===== src/rtl/pinmux_pkg.sv =====
package pinmux_pkg;
  localparam int unsigned PIN_COUNT = 8;

  // Role value equals the pin's bit position.
  typedef enum logic [2:0] {
    ROLE_UART_RX = 3'd0,
    ROLE_UART_TX = 3'd1,
    ROLE_SPI_CLK = 3'd2,
    ROLE_SPI_MISO = 3'd3,
    ROLE_SPI_MOSI = 3'd4,
    ROLE_SPI_CSN = 3'd5,
    ROLE_I2C_DAT = 3'd6,
    ROLE_I2C_CLK = 3'd7
  } pin_role_e;

  typedef enum logic [1:0] {
    KIND_PUSH_OUT,
    KIND_OPEN_DRAIN,
    KIND_IN_ONLY
  } pin_kind_e;

  function automatic pin_role_e role_of(input int unsigned idx);
    return pin_role_e'(idx[2:0]);
  endfunction

  function automatic pin_kind_e kind_of(input pin_role_e r);
    case (r)
      ROLE_I2C_CLK, ROLE_I2C_DAT: return KIND_OPEN_DRAIN;
      ROLE_SPI_MISO, ROLE_UART_RX: return KIND_IN_ONLY;
      default: return KIND_PUSH_OUT;
    endcase
  endfunction
endpackage


===== src/rtl/pinmux_sync.sv =====
module pinmux_sync #(
  parameter int unsigned WIDTH = 8,
  parameter int unsigned STAGES = 2
) (
  input  logic             clk,
  input  logic             rst,
  input  logic [WIDTH-1:0] din,
  output logic [WIDTH-1:0] dout
);
  localparam int unsigned LAST = STAGES - 1;

  logic [WIDTH-1:0] chain [STAGES];

  always_ff @(posedge clk) begin
    if (rst) chain[0] <= '0;
    else     chain[0] <= din;
  end

  for (genvar s = 1; s < STAGES; s++) begin : g_stage
    always_ff @(posedge clk) begin
      if (rst) chain[s] <= '0;
      else     chain[s] <= chain[s-1];
    end
  end

  assign dout = chain[LAST];
endmodule


===== src/rtl/pinmux_drive_cell.sv =====
module pinmux_drive_cell
  import pinmux_pkg::*;
#(
  parameter pin_role_e ROLE = ROLE_SPI_CLK
) (
  input  logic clk,
  input  logic rst,
  input  logic use_gpio,
  input  logic is_input,
  input  logic gpio_level,
  input  logic host_line,
  output logic oe,
  output logic dout
);
  localparam pin_kind_e KIND = kind_of(ROLE);

  logic periph_oe, periph_out;

  if (KIND == KIND_OPEN_DRAIN) begin : g_od
    assign periph_oe  = ~host_line;
    assign periph_out = 1'b0;
  end else if (KIND == KIND_IN_ONLY) begin : g_in
    assign periph_oe  = 1'b0;
    assign periph_out = 1'b0;
  end else begin : g_push
    assign periph_oe  = 1'b1;
    assign periph_out = host_line;
  end

  logic next_oe, next_out;
  always_comb begin
    if (use_gpio) begin
      next_oe  = ~is_input;
      next_out = ~is_input & gpio_level;
    end else begin
      next_oe  = periph_oe;
      next_out = periph_oe & periph_out;
    end
  end

  always_ff @(posedge clk) begin
    if (rst) begin
      oe   <= 1'b0;
      dout <= 1'b0;
    end else begin
      oe   <= next_oe;
      dout <= next_out;
    end
  end

  logic armed = 1'b0;
  always_ff @(posedge clk) armed <= armed | rst;

  // data stays low while the pad is released
  assert_quiet_data_R10: assert property (@(posedge clk) disable iff (rst || !armed)
    !oe |-> !dout);

  // GPIO direction lands one edge later
  assert_gpio_dir_R3: assert property (@(posedge clk) disable iff (rst || !armed)
    $past(use_gpio) && !$past(rst) |-> (oe == !$past(is_input)));

  if (KIND == KIND_OPEN_DRAIN) begin : g_chk_od
    assert_open_drain_R7: assert property (@(posedge clk) disable iff (rst || !armed)
      !$past(use_gpio) && !$past(rst) |-> !dout && (oe == !$past(host_line)));
  end else if (KIND == KIND_IN_ONLY) begin : g_chk_in
    assert_in_role_R8: assert property (@(posedge clk) disable iff (rst || !armed)
      !$past(use_gpio) |-> !oe);
  end else begin : g_chk_push
    assert_out_role_R6: assert property (@(posedge clk) disable iff (rst || !armed)
      !$past(use_gpio) && !$past(rst) |-> oe && (dout == $past(host_line)));
  end
endmodule


===== src/rtl/pinmux_return.sv =====
module pinmux_return
  import pinmux_pkg::*;
#(
  parameter int unsigned PINS = PIN_COUNT
) (
  input  logic            clk,
  input  logic            rst,
  input  logic [PINS-1:0] use_gpio,
  input  logic [PINS-1:0] is_input,
  input  logic [PINS-1:0] level,
  output logic [PINS-1:0] rd_val,
  output logic            scl_in,
  output logic            sda_in,
  output logic            miso,
  output logic            rx
);
  localparam int unsigned P_CLK = int'(ROLE_I2C_CLK);
  localparam int unsigned P_DAT = int'(ROLE_I2C_DAT);
  localparam int unsigned P_MISO = int'(ROLE_SPI_MISO);
  localparam int unsigned P_RX = int'(ROLE_UART_RX);

  logic [PINS-1:0] rd_mask;
  assign rd_mask = use_gpio & is_input;

  function automatic logic back(input logic gp, input logic lv);
    return gp ? 1'b1 : lv;
  endfunction

  always_ff @(posedge clk) begin
    if (rst) begin
      rd_val <= '0;
      scl_in <= 1'b1;
      sda_in <= 1'b1;
      miso   <= 1'b1;
      rx     <= 1'b1;
    end else begin
      rd_val <= rd_mask & level;
      scl_in <= back(use_gpio[P_CLK], level[P_CLK]);
      sda_in <= back(use_gpio[P_DAT], level[P_DAT]);
      miso   <= back(use_gpio[P_MISO], level[P_MISO]);
      rx     <= back(use_gpio[P_RX], level[P_RX]);
    end
  end

  logic armed = 1'b0;
  always_ff @(posedge clk) armed <= armed | rst;

  // read bits of non-input pins are zero
  assert_rd_mask_R5: assert property (@(posedge clk) disable iff (rst || !armed)
    (rd_val & ~$past(rd_mask)) == '0);

  // idle-high returns for GPIO pins
  assert_idle_miso_R9: assert property (@(posedge clk) disable iff (rst || !armed)
    $past(use_gpio[P_MISO]) |-> miso);
  assert_idle_rx_R9: assert property (@(posedge clk) disable iff (rst || !armed)
    $past(use_gpio[P_RX]) |-> rx);
endmodule


===== src/rtl/hdr_pinmux.sv =====
module hdr_pinmux
  import pinmux_pkg::*;
#(
  parameter int unsigned SYNC_STAGES = 2
) (
  input  logic                 clk,
  input  logic                 rst,
  input  logic [PIN_COUNT-1:0] gpio_sel,
  input  logic [PIN_COUNT-1:0] gpio_dir,
  input  logic [PIN_COUNT-1:0] gpio_val,
  output logic [PIN_COUNT-1:0] gpio_rd,
  input  logic [PIN_COUNT-1:0] pad_in,
  output logic [PIN_COUNT-1:0] pad_oe,
  output logic [PIN_COUNT-1:0] pad_out,
  input  logic                 host_scl_drv,
  input  logic                 host_sda_drv,
  output logic                 host_scl_in,
  output logic                 host_sda_in,
  input  logic                 host_sclk,
  input  logic                 host_mosi,
  input  logic                 host_cs_n,
  output logic                 host_miso,
  input  logic                 host_tx,
  output logic                 host_rx
);
  // Host drive value presented to each pin's cell.
  logic [PIN_COUNT-1:0] host_drv;
  always_comb begin
    for (int i = 0; i < PIN_COUNT; i++) begin
      case (role_of(i))
        ROLE_I2C_CLK: host_drv[i] = host_scl_drv;
        ROLE_I2C_DAT: host_drv[i] = host_sda_drv;
        ROLE_SPI_CLK: host_drv[i] = host_sclk;
        ROLE_SPI_MOSI: host_drv[i] = host_mosi;
        ROLE_SPI_CSN: host_drv[i] = host_cs_n;
        ROLE_UART_TX: host_drv[i] = host_tx;
        default: host_drv[i] = 1'b1;
      endcase
    end
  end

  for (genvar p = 0; p < PIN_COUNT; p++) begin : g_pin
    pinmux_drive_cell #(.ROLE(role_of(p))) u_cell (
      .clk       (clk),
      .rst       (rst),
      .use_gpio  (gpio_sel[p]),
      .is_input  (gpio_dir[p]),
      .gpio_level(gpio_val[p]),
      .host_line (host_drv[p]),
      .oe        (pad_oe[p]),
      .dout      (pad_out[p])
    );
  end

  logic [PIN_COUNT-1:0] pad_sync;
  pinmux_sync #(.WIDTH(PIN_COUNT), .STAGES(SYNC_STAGES)) u_sync (
    .clk (clk),
    .rst (rst),
    .din (pad_in),
    .dout(pad_sync)
  );

  pinmux_return #(.PINS(PIN_COUNT)) u_ret (
    .clk     (clk),
    .rst     (rst),
    .use_gpio(gpio_sel),
    .is_input(gpio_dir),
    .level   (pad_sync),
    .rd_val  (gpio_rd),
    .scl_in  (host_scl_in),
    .sda_in  (host_sda_in),
    .miso    (host_miso),
    .rx      (host_rx)
  );

  logic armed = 1'b0;
  always_ff @(posedge clk) armed <= armed | rst;

  // pads released right after reset
  assert_reset_safe_R1: assert property (@(posedge clk) disable iff (!armed)
    !rst && $past(rst) |-> (pad_oe == '0) && (pad_out == '0));

  // GPIO pins ignore host lines
  assert_host_ignored_R11: assert property (@(posedge clk) disable iff (rst || !armed)
    !$past(rst) |-> ((pad_out & $past(gpio_sel)) == ($past(gpio_sel & ~gpio_dir & gpio_val))));
endmodule


===== config.mk =====
export PLATFORM = sky130hd
export DESIGN_NAME = hdr_pinmux
export DESIGN_NICKNAME = d
export VERILOG_FILES = /design/src/rtl/pinmux_pkg.sv /design/src/rtl/pinmux_sync.sv /design/src/rtl/pinmux_drive_cell.sv /design/src/rtl/pinmux_return.sv /design/src/rtl/hdr_pinmux.sv
export SDC_FILE = /design/constraint.sdc
export NUM_CORES = 1
export LEC_CHECK = 0
export ABC_AREA = 1
export BUFFER_PORTS_ARGS = -buffer_cell sky130_fd_sc_hd__buf_2
export CORE_MARGIN = 10
export CORE_UTILIZATION = 41
export DETAILED_ROUTE_END_ITERATION = 12
export GPL_ROUTABILITY_DRIVEN = 0
export PLACE_DENSITY = 0.76
export SYNTH_ARGS = -nofsm -noshare
export SYNTH_HDL_FRONTEND = slang
export SYNTH_HIERARCHICAL = 1
export SYNTH_SLANG_ARGS = --single-unit

===== constraint.sdc =====
create_clock -name clk -period 0.8 [get_ports clk]
set_input_delay 0.16 -clock clk [delete_from_list [all_inputs] [get_ports clk]]
set_output_delay 0.16 -clock clk [all_outputs]
set_load 0.005 [all_outputs]

==> summary by stage, run 1 <==
Finish
The top cell types in the final layout, fill and taps aside, are sky130_fd_sc_hd__buf_2, sky130_fd_sc_hd__inv_1, sky130_fd_sc_hd__nand2_1, sky130_fd_sc_hd__dfxtp_1, sky130_fd_sc_hd__nor2_1. The area growth from synthesis to layout is 35.7%. Once layout is complete, the utilization of the core stands at 0.592. The commonest non-fill, non-tap cell in the layout is sky130_fd_sc_hd__buf_2. The finished layout holds 305 standard cells, fillers aside.

The final layout contains 298 nets. In the final layout, the share of cells above drive strength 1 is 0.417. The repair_antennas step left the layout with diodes totalling 0.

Clock network
The later-pin clock latency in the skew report is 0.28 ns. The TritonCTS clock tree is done. The buffer cell driving the clock tree root is sky130_fd_sc_hd__clkbuf_8. The hold-fix buffer count after cts is 0. The clock transition at the registers of the reported paths is 0.08 ns. The clock net sink count is 44. In this run the deepest clock path goes through 2 buffers. In this run the post-CTS setup repair buffer count came out at 0. The H-tree was split into 2 levels. Buffers inserted during clock tree synthesis total 5.

Critical path
Along the worst path, the maximum fanout reaches 1. The worst setup path is captured at an output port. The critical path buffer and inverter count is 1. In this run the register-to-register setup slack is 0.22 ns. STA puts the critical path data arrival time at 0.71 ns. STA classifies the critical path startpoint as a flop. The number of cells on the worst reg-to-reg path is 2. The signal on the critical path passes through buf_2.

The delay contributed by the slowest stage of the critical path is 0.32 ns. The critical path is of the flop to output port type. At the worst endpoint, the required time is 0.64 ns. The slowest stage cell on the critical path is sky130_fd_sc_hd__dfxtp_2.

The capture point of the worst reg-to-reg path is u_ret/scl_in. The kind of cell with the highest combined delay on the critical path is flip-flops. The worst register-to-register path begins at u_sync/chain[1][7].

Power and ir drop
The power share of the sequential group is 0.516. The clock power share is 0.395. The peak ir drop on the vdd network is 0.000882 V.

Of the total power, combinational logic draws 0.089. The leakage dissipation is 1.15 nW. The switching power is 0.000896 W. The internal portion of the total power is 0.00358 W. Of the total power, the share spent switching nets is 0.200. Dividing total power by cell area gives a power density of 2200 nW/um2. The power after layout is 0.00448 W.

Die
After floorplanning, the core was divided into 21 placement rows. The effective utilization at floorplan is 0.436. The die outline height is 80.5 um.

The die footprint is 6480 um2. The width of the die is 80.5 um. The placeable core region is 3440 um2. 68 I/O pins were placed.

Placed design
The port buffer count is 67. Including well taps, the total number of placed cells is 297. The detailed-placement wirelength estimate is 2.32 mm.

STA
The slew at the pin closest to its max-slew limit is 0.258 ns. The number of failing hold endpoints at the final stage came to 0. The number of pins with negative max-slew slack in the final report is 0. The relative slew slack is 0.828. The setup slack after layout is -0.0701 ns. The count of endpoints failing setup in the final report is 28. The time the worst path needs with I/O delays and setup is 0.870 ns. For this run, the top clock speed supported by timing is 1150 MHz.

Setup repair after global routing could not meet its margin everywhere. The setup clock skew after layout is 0.00397 ns. The total negative slack for setup checks is -1.50 ns. The portion of the clock cycle consumed by the worst path in the final layout is 1.09.

Min path
The endpoint with the worst hold slack is g_pin[3].u_cell/oe. Along the worst hold path, the cell count comes to 2. The path class of the lowest-slack min-delay path is input port to flop. The launch point of the worst hold path is gpio_dir[3].

Global route
The met1 capacity usage during global routing is 0.0832. The met2 track utilization from global routing is 0.147. The first global-routing pass estimated 4.49 mm of wire. The global-route track usage on met3 is 0.0434. The global routing stage identified its most utilized layer as met2. The number of global-route vias before repair is 1110. The number of antenna violations at the first check in global routing is 0. In the global route stage, overall resource usage came out at 0.0858. The global route total overflow is 0. The largest net degree at the start of global routing is 21.

Route
The iteration count of the initial detailed-routing pass is 4. The via total after detailed routing is 1180. The average routed wire per standard cell is 9.37 um. The final routed wirelength across all metal layers is 2.86 mm. The first-iteration detailed-routing DRC count is 66. In the routed layout, each cell is associated on average with a via count of 3.87.

In the routed design, unresolved DRC markers number 0. The remaining number of nets flagged by the antenna check after routing is 0.

Yosys
The synthesized netlist occupies a cell area of 1500 um2. A synthesized cell averages 8.16 um2. The number of nets produced by synthesis is 224. During synthesis, Yosys emitted a total of 6 warnings. The instance count of the mapped netlist is 184.

Run
The tool flagged a number of max-cap violations equal to 0.

Run status
The flow ran to the end, but the final reports show violations. The checks that failed: setup timing.
-- power groups by stage --
stage | sequential, W | clock (W) | combinational [W]
3_5_place_dp | 0.00236 | 0 | 0.000402
5_1_grt | 0.00232 | 0.00189 | 0.000459
3_3_place_gp | 0.00236 | 0 | 0.000395
2_1_floorplan | 0.00237 | 0 | 0.000189
4_1_cts | 0.00231 | 0.00181 | 0.000404
6_report | 0.00231 | 0.00177 | 0.000398
-- per-stage QoR --
stage | cell area [um2] | hold slack, ns | worst slack (ns)
finish | 2040 | 0.0635 | -0.0701
global route | 2040 | 0.0544 | -0.100
CTS | 2020 | 0.0511 | -0.0864
detailed placement | 1890 | 0.353 | 0.0234
global placement | 1890 | 0.351 | 0.0458
floorplan | 1500 | 0.222 | 0.264
-- registers in the layout, summed over array words and instances, names as in the netlist --
signal / flops
g_pin.u_cell/dout: 8
g_pin.u_cell/oe: 8
u_ret/miso: 1
u_ret/rd_val: 8
u_ret/rx: 1
u_ret/scl_in: 1
u_ret/sda_in: 1
u_sync/chain: 16
-- how the worst max path moves through the flow --
stage	startpoint	to	slack [ns]	cells after the start
5_1_grt	g_pin[2].u_cell/dout	pad_out[2]	-0.10	1
3_5_place_dp	rst	g_pin[4].u_cell/dout	0.02	5
4_1_cts	u_ret/rx	host_rx	-0.09	1
6_report	g_pin[2].u_cell/dout	pad_out[2]	-0.07	1
2_1_floorplan	rst	u_sync/chain[0][3]	0.26	3
3_3_place_gp	rst	g_pin[5].u_cell/dout	0.05	5
-- cell type report --
class | instances | area, um2
Fill cell | 337 | 1400
Sequential cell | 44 | 886
Multi-Input combinational cell | 90 | 403
Timing Repair Buffer | 70 | 389
Inverter | 47 | 176
Clock buffer | 7 | 96.3
Tap cell | 46 | 57.6
Clock inverter | 1 | 30.0
-- metal layers --
| metal | wire length, um | vias to the layer above |
|---|---|---|
| met5 | 0 | - |
| met4 | 46 | 0 |
| met3 | 322 | 4 |
| met2 | 1350 | 38 |
| met1 | 1140 | 483 |
| li1 | - | 655 |
-- repair_timing --
item                                   CTS  global route
gates resized for setup                  2             5
endpoints found under the hold margin    0             0
setup endpoints to repair               28            28
No activity file was read; power rests on OpenSTA's default activity.
==> inputs of run 2 (changes only) <==
--- a/config.mk
+++ b/config.mk
@@ -7,11 +7,12 @@
 export LEC_CHECK = 0
 export ABC_AREA = 1
 export BUFFER_PORTS_ARGS = -buffer_cell sky130_fd_sc_hd__buf_2
+export CAP_MARGIN = 25
 export CORE_MARGIN = 10
-export CORE_UTILIZATION = 41
+export CORE_UTILIZATION = 49
 export DETAILED_ROUTE_END_ITERATION = 12
 export GPL_ROUTABILITY_DRIVEN = 0
-export PLACE_DENSITY = 0.76
+export PLACE_DENSITY = 0.85
 export SYNTH_ARGS = -nofsm -noshare
 export SYNTH_HDL_FRONTEND = slang
 export SYNTH_HIERARCHICAL = 1
==> constraint.sdc (replaced) <==
create_clock -name clk -period 1.1 [get_ports clk]
set_input_delay 0.22 -clock clk [delete_from_list [all_inputs] [get_ports clk]]
set_output_delay 0.22 -clock clk [all_outputs]
set_load 0.005 [all_outputs]
==> summary by stage, run 2 (same netlist as run 1, synthesis figures left out) <==
Die
The effective utilization at floorplan is 0.500. The total I/O pin count is 68. The die outline height is 75.4 um.

In this run the core area contains 20 standard-cell rows. The floorplan step defined a core boundary enclosing 3000 um2. The width of the die is 75.4 um. The die covers 5680 um2.

Power and ir drop
The fraction of power consumed by combinational cells is 0.107. Of the total power, the share spent switching nets is 0.228. The share of total power dissipated in sequential elements is 0.612. Power spread over the standard cell area amounts to 1420 nW/um2. The cell internal power dissipation is 0.00212 W. The peak ir drop on the vdd network is 0.000732 V. In this run the power spent charging and discharging nets is 0.000626 W.

The clock power share is 0.282. The analysis attributes to cell leakage a power of 1.11 nW.

Placed design
Detailed placement finished with a half-perimeter wire length of 2.45 mm. After detailed placement, the design holds a cell count of 283. After detailed placement, the total cell area comes to 1880 um2. During placement, the flow inserted port buffers numbering 67.

Run
The max-capacitance violation count is 0.

Critical path
The data arrival time at the worst-slack endpoint is 0.78 ns. The data required time at the worst endpoint is 0.88 ns. The slowest stage of the critical path is the sky130_fd_sc_hd__dfxtp_1 cell. The largest single stage delay on the critical path is 0.32 ns. In this run the worst path has a maximum fanout of 1. The length in cells of the worst reg-to-reg path is 2. The endpoint identified for the worst register-to-register timing path is u_ret/miso. The critical path buffer and inverter count is 1. The sort of element at the end of the critical path is an output port. The kind of cell with the highest combined delay along the critical path is flip-flops.

The register-to-register setup slack is 0.52 ns. Walking the worst path, the cells encountered are buf_2. The worst setup path is of the flop to output port kind.

The worst reg2reg path startpoint is u_sync/chain[1][3]. The worst setup path is launched from a flop.

STA
The highest clock frequency the design can meet is 1000 MHz. The count of endpoints failing setup in the final report is 0. The slew at the pin closest to its max-slew limit is 0.244 ns.

The worst path in the final design needs a cycle of 0.999 ns, including I/O delays and setup. The portion of the clock cycle consumed by the worst path in the final layout is 0.909. After routing, the total negative slack on setup checks comes to 0 ns. The number of pins with negative max-slew slack in the final report is 0. Setup repair after global routing left no endpoint under its margin. The final hold slack is 0.0516 ns.

The relative slew slack is 0.837. Between clock sinks in the finished design, the worst skew comes to 0.00355 ns. The number of failing hold endpoints at the final stage is 0.

Clock network
In this run, post-CTS repair resized a total of 0 instances. The root buffer cell chosen for the clock tree is sky130_fd_sc_hd__clkbuf_4. The clock passes through at most 2 buffers. In this run, CTS created clock tree buffers numbering 5. The clock net sink count is 44.

The H-tree generated during clock tree synthesis spans 2 levels. The post-CTS setup buffer count is 0. Clock-pin slew was measured on the worst setup and hold paths at 0.12 ns. The hold-fix buffer count after cts is 0. TritonCTS built the clock tree.

The later-pin clock latency in the skew report is 0.34 ns.

Finish
The library cell used most frequently in the layout, excluding fill and tap cells, is sky130_fd_sc_hd__buf_2. In the final layout, the share of cells above drive strength 1 is 0.391. Summing all multi-input logic gate instances after layout gives 403 um2. Registers take 881 um2. The layout-stage area growth over the synthesis result is 28.9%. The design area is 1940 um2. The share of the core filled with cells is 0.645. The register with the most flip-flops in the final layout is u_sync/chain.

The net count of the finished layout is 297. The number of flip-flops under the largest register name is 16. The number of antenna diodes in the final layout is 0. The number of standard cells in the final layout excluding fillers is 291. In the layout the commonest cells are sky130_fd_sc_hd__buf_2, sky130_fd_sc_hd__inv_1, sky130_fd_sc_hd__dfxtp_1.

The filler cells instantiated in the layout total 274.

Route
The final routed wirelength across all metal layers is 2.99 mm. Detailed routing placed a total of 283 um of wire on met3. The iteration count of the initial detailed-routing pass is 4.

In this run the remaining antenna-violating nets after routing total 0. The highest metal layer carrying signal wires in the routed design is met4. For this block, the via count after detailed routing is 1189.

The average routed wire per standard cell is 10.3 um. In the final routing, the length of wire on met1 measures 1.07 mm. The first-iteration detailed-routing DRC count is 38. The number of design rule violations left after detail routing is 0. After detailed routing, the number of vias per cell comes to 4.09. Summed over all nets, wire length on met2 after detailed routing comes to 1.58 mm.

Min path
The path class of the lowest-slack min-delay path is input port to flop. The path with the worst hold slack has its endpoint at g_pin[0].u_cell/oe. The worst hold path begins at gpio_dir[0]. The number of cells traversed by the worst hold path is 2.

Global route
For this run, the total global-route usage over all layers was measured as 0.114. Entering global routing, the biggest net connects 13 pins. The number of antenna violations at the first check in global routing came to 0. The number of global-route vias before repair is 1239. The first global-routing pass estimated 4.96 mm of wire. The global route total overflow is 0.

Run status
The run finished with clean final reports.
-- run 2: metrics by stage --
step	power, W	setup slack [ns]
finish	0.00274	0.101
global route	0.00290	0.0439
CTS	0.00278	0.0746
detailed placement	0.00201	0.214
global placement	0.00200	0.238
floorplan	0.00186	0.504
-- run 2: final cells by class --
type / instances / area share
clock buffers: 8 / 0.0304
inverters: 47 / 0.0911
multi-input cells: 90 / 0.208
flip-flops and latches: 44 / 0.455
well taps: 33 / 0.0213
repair buffers: 69 / 0.194
-- run 2: worst register-to-register path, stage by stage, from the launching register on --
cell	delay, ns
sky130_fd_sc_hd__dfxtp_1	0.33
sky130_fd_sc_hd__nor2_1	0.08
sky130_fd_sc_hd__nand2_1	0.06
-- run 2: power by group through the flow --
stage | registers [W] | logic (W) | clock network (W)
after floorplan | 0.00172 | 0.000138 | 0
after global placement | 0.00171 | 0.000289 | 0
after detailed placement | 0.00172 | 0.000298 | 0
after CTS | 0.00168 | 0.000299 | 0.000804
after global routing | 0.00169 | 0.000339 | 0.000876
final | 0.00168 | 0.000293 | 0.000773
-- run 2: metal layers --
| layer | GRT usage | up-vias |
|---|---|---|
| met1 | 0.101 | 492 |
| met4 | 0.0680 | 0 |
| li1 | - | 655 |
| met5 | 0 | - |
| met3 | 0.0456 | 5 |
| met2 | 0.212 | 37 |
-- run 2: worst max-delay path by stage --
stage | from | end | slack [ns] | depth (start not counted)
finish | u_ret/rd_val[5] | gpio_rd[5] | 0.10 | 1
global route | g_pin[3].u_cell/dout | pad_out[3] | 0.04 | 1
CTS | u_ret/rd_val[5] | gpio_rd[5] | 0.07 | 1
detailed placement | rst | g_pin[4].u_cell/dout | 0.21 | 5
global placement | rst | g_pin[5].u_cell/dout | 0.24 | 5
floorplan | rst | u_sync/chain[0][3] | 0.50 | 3
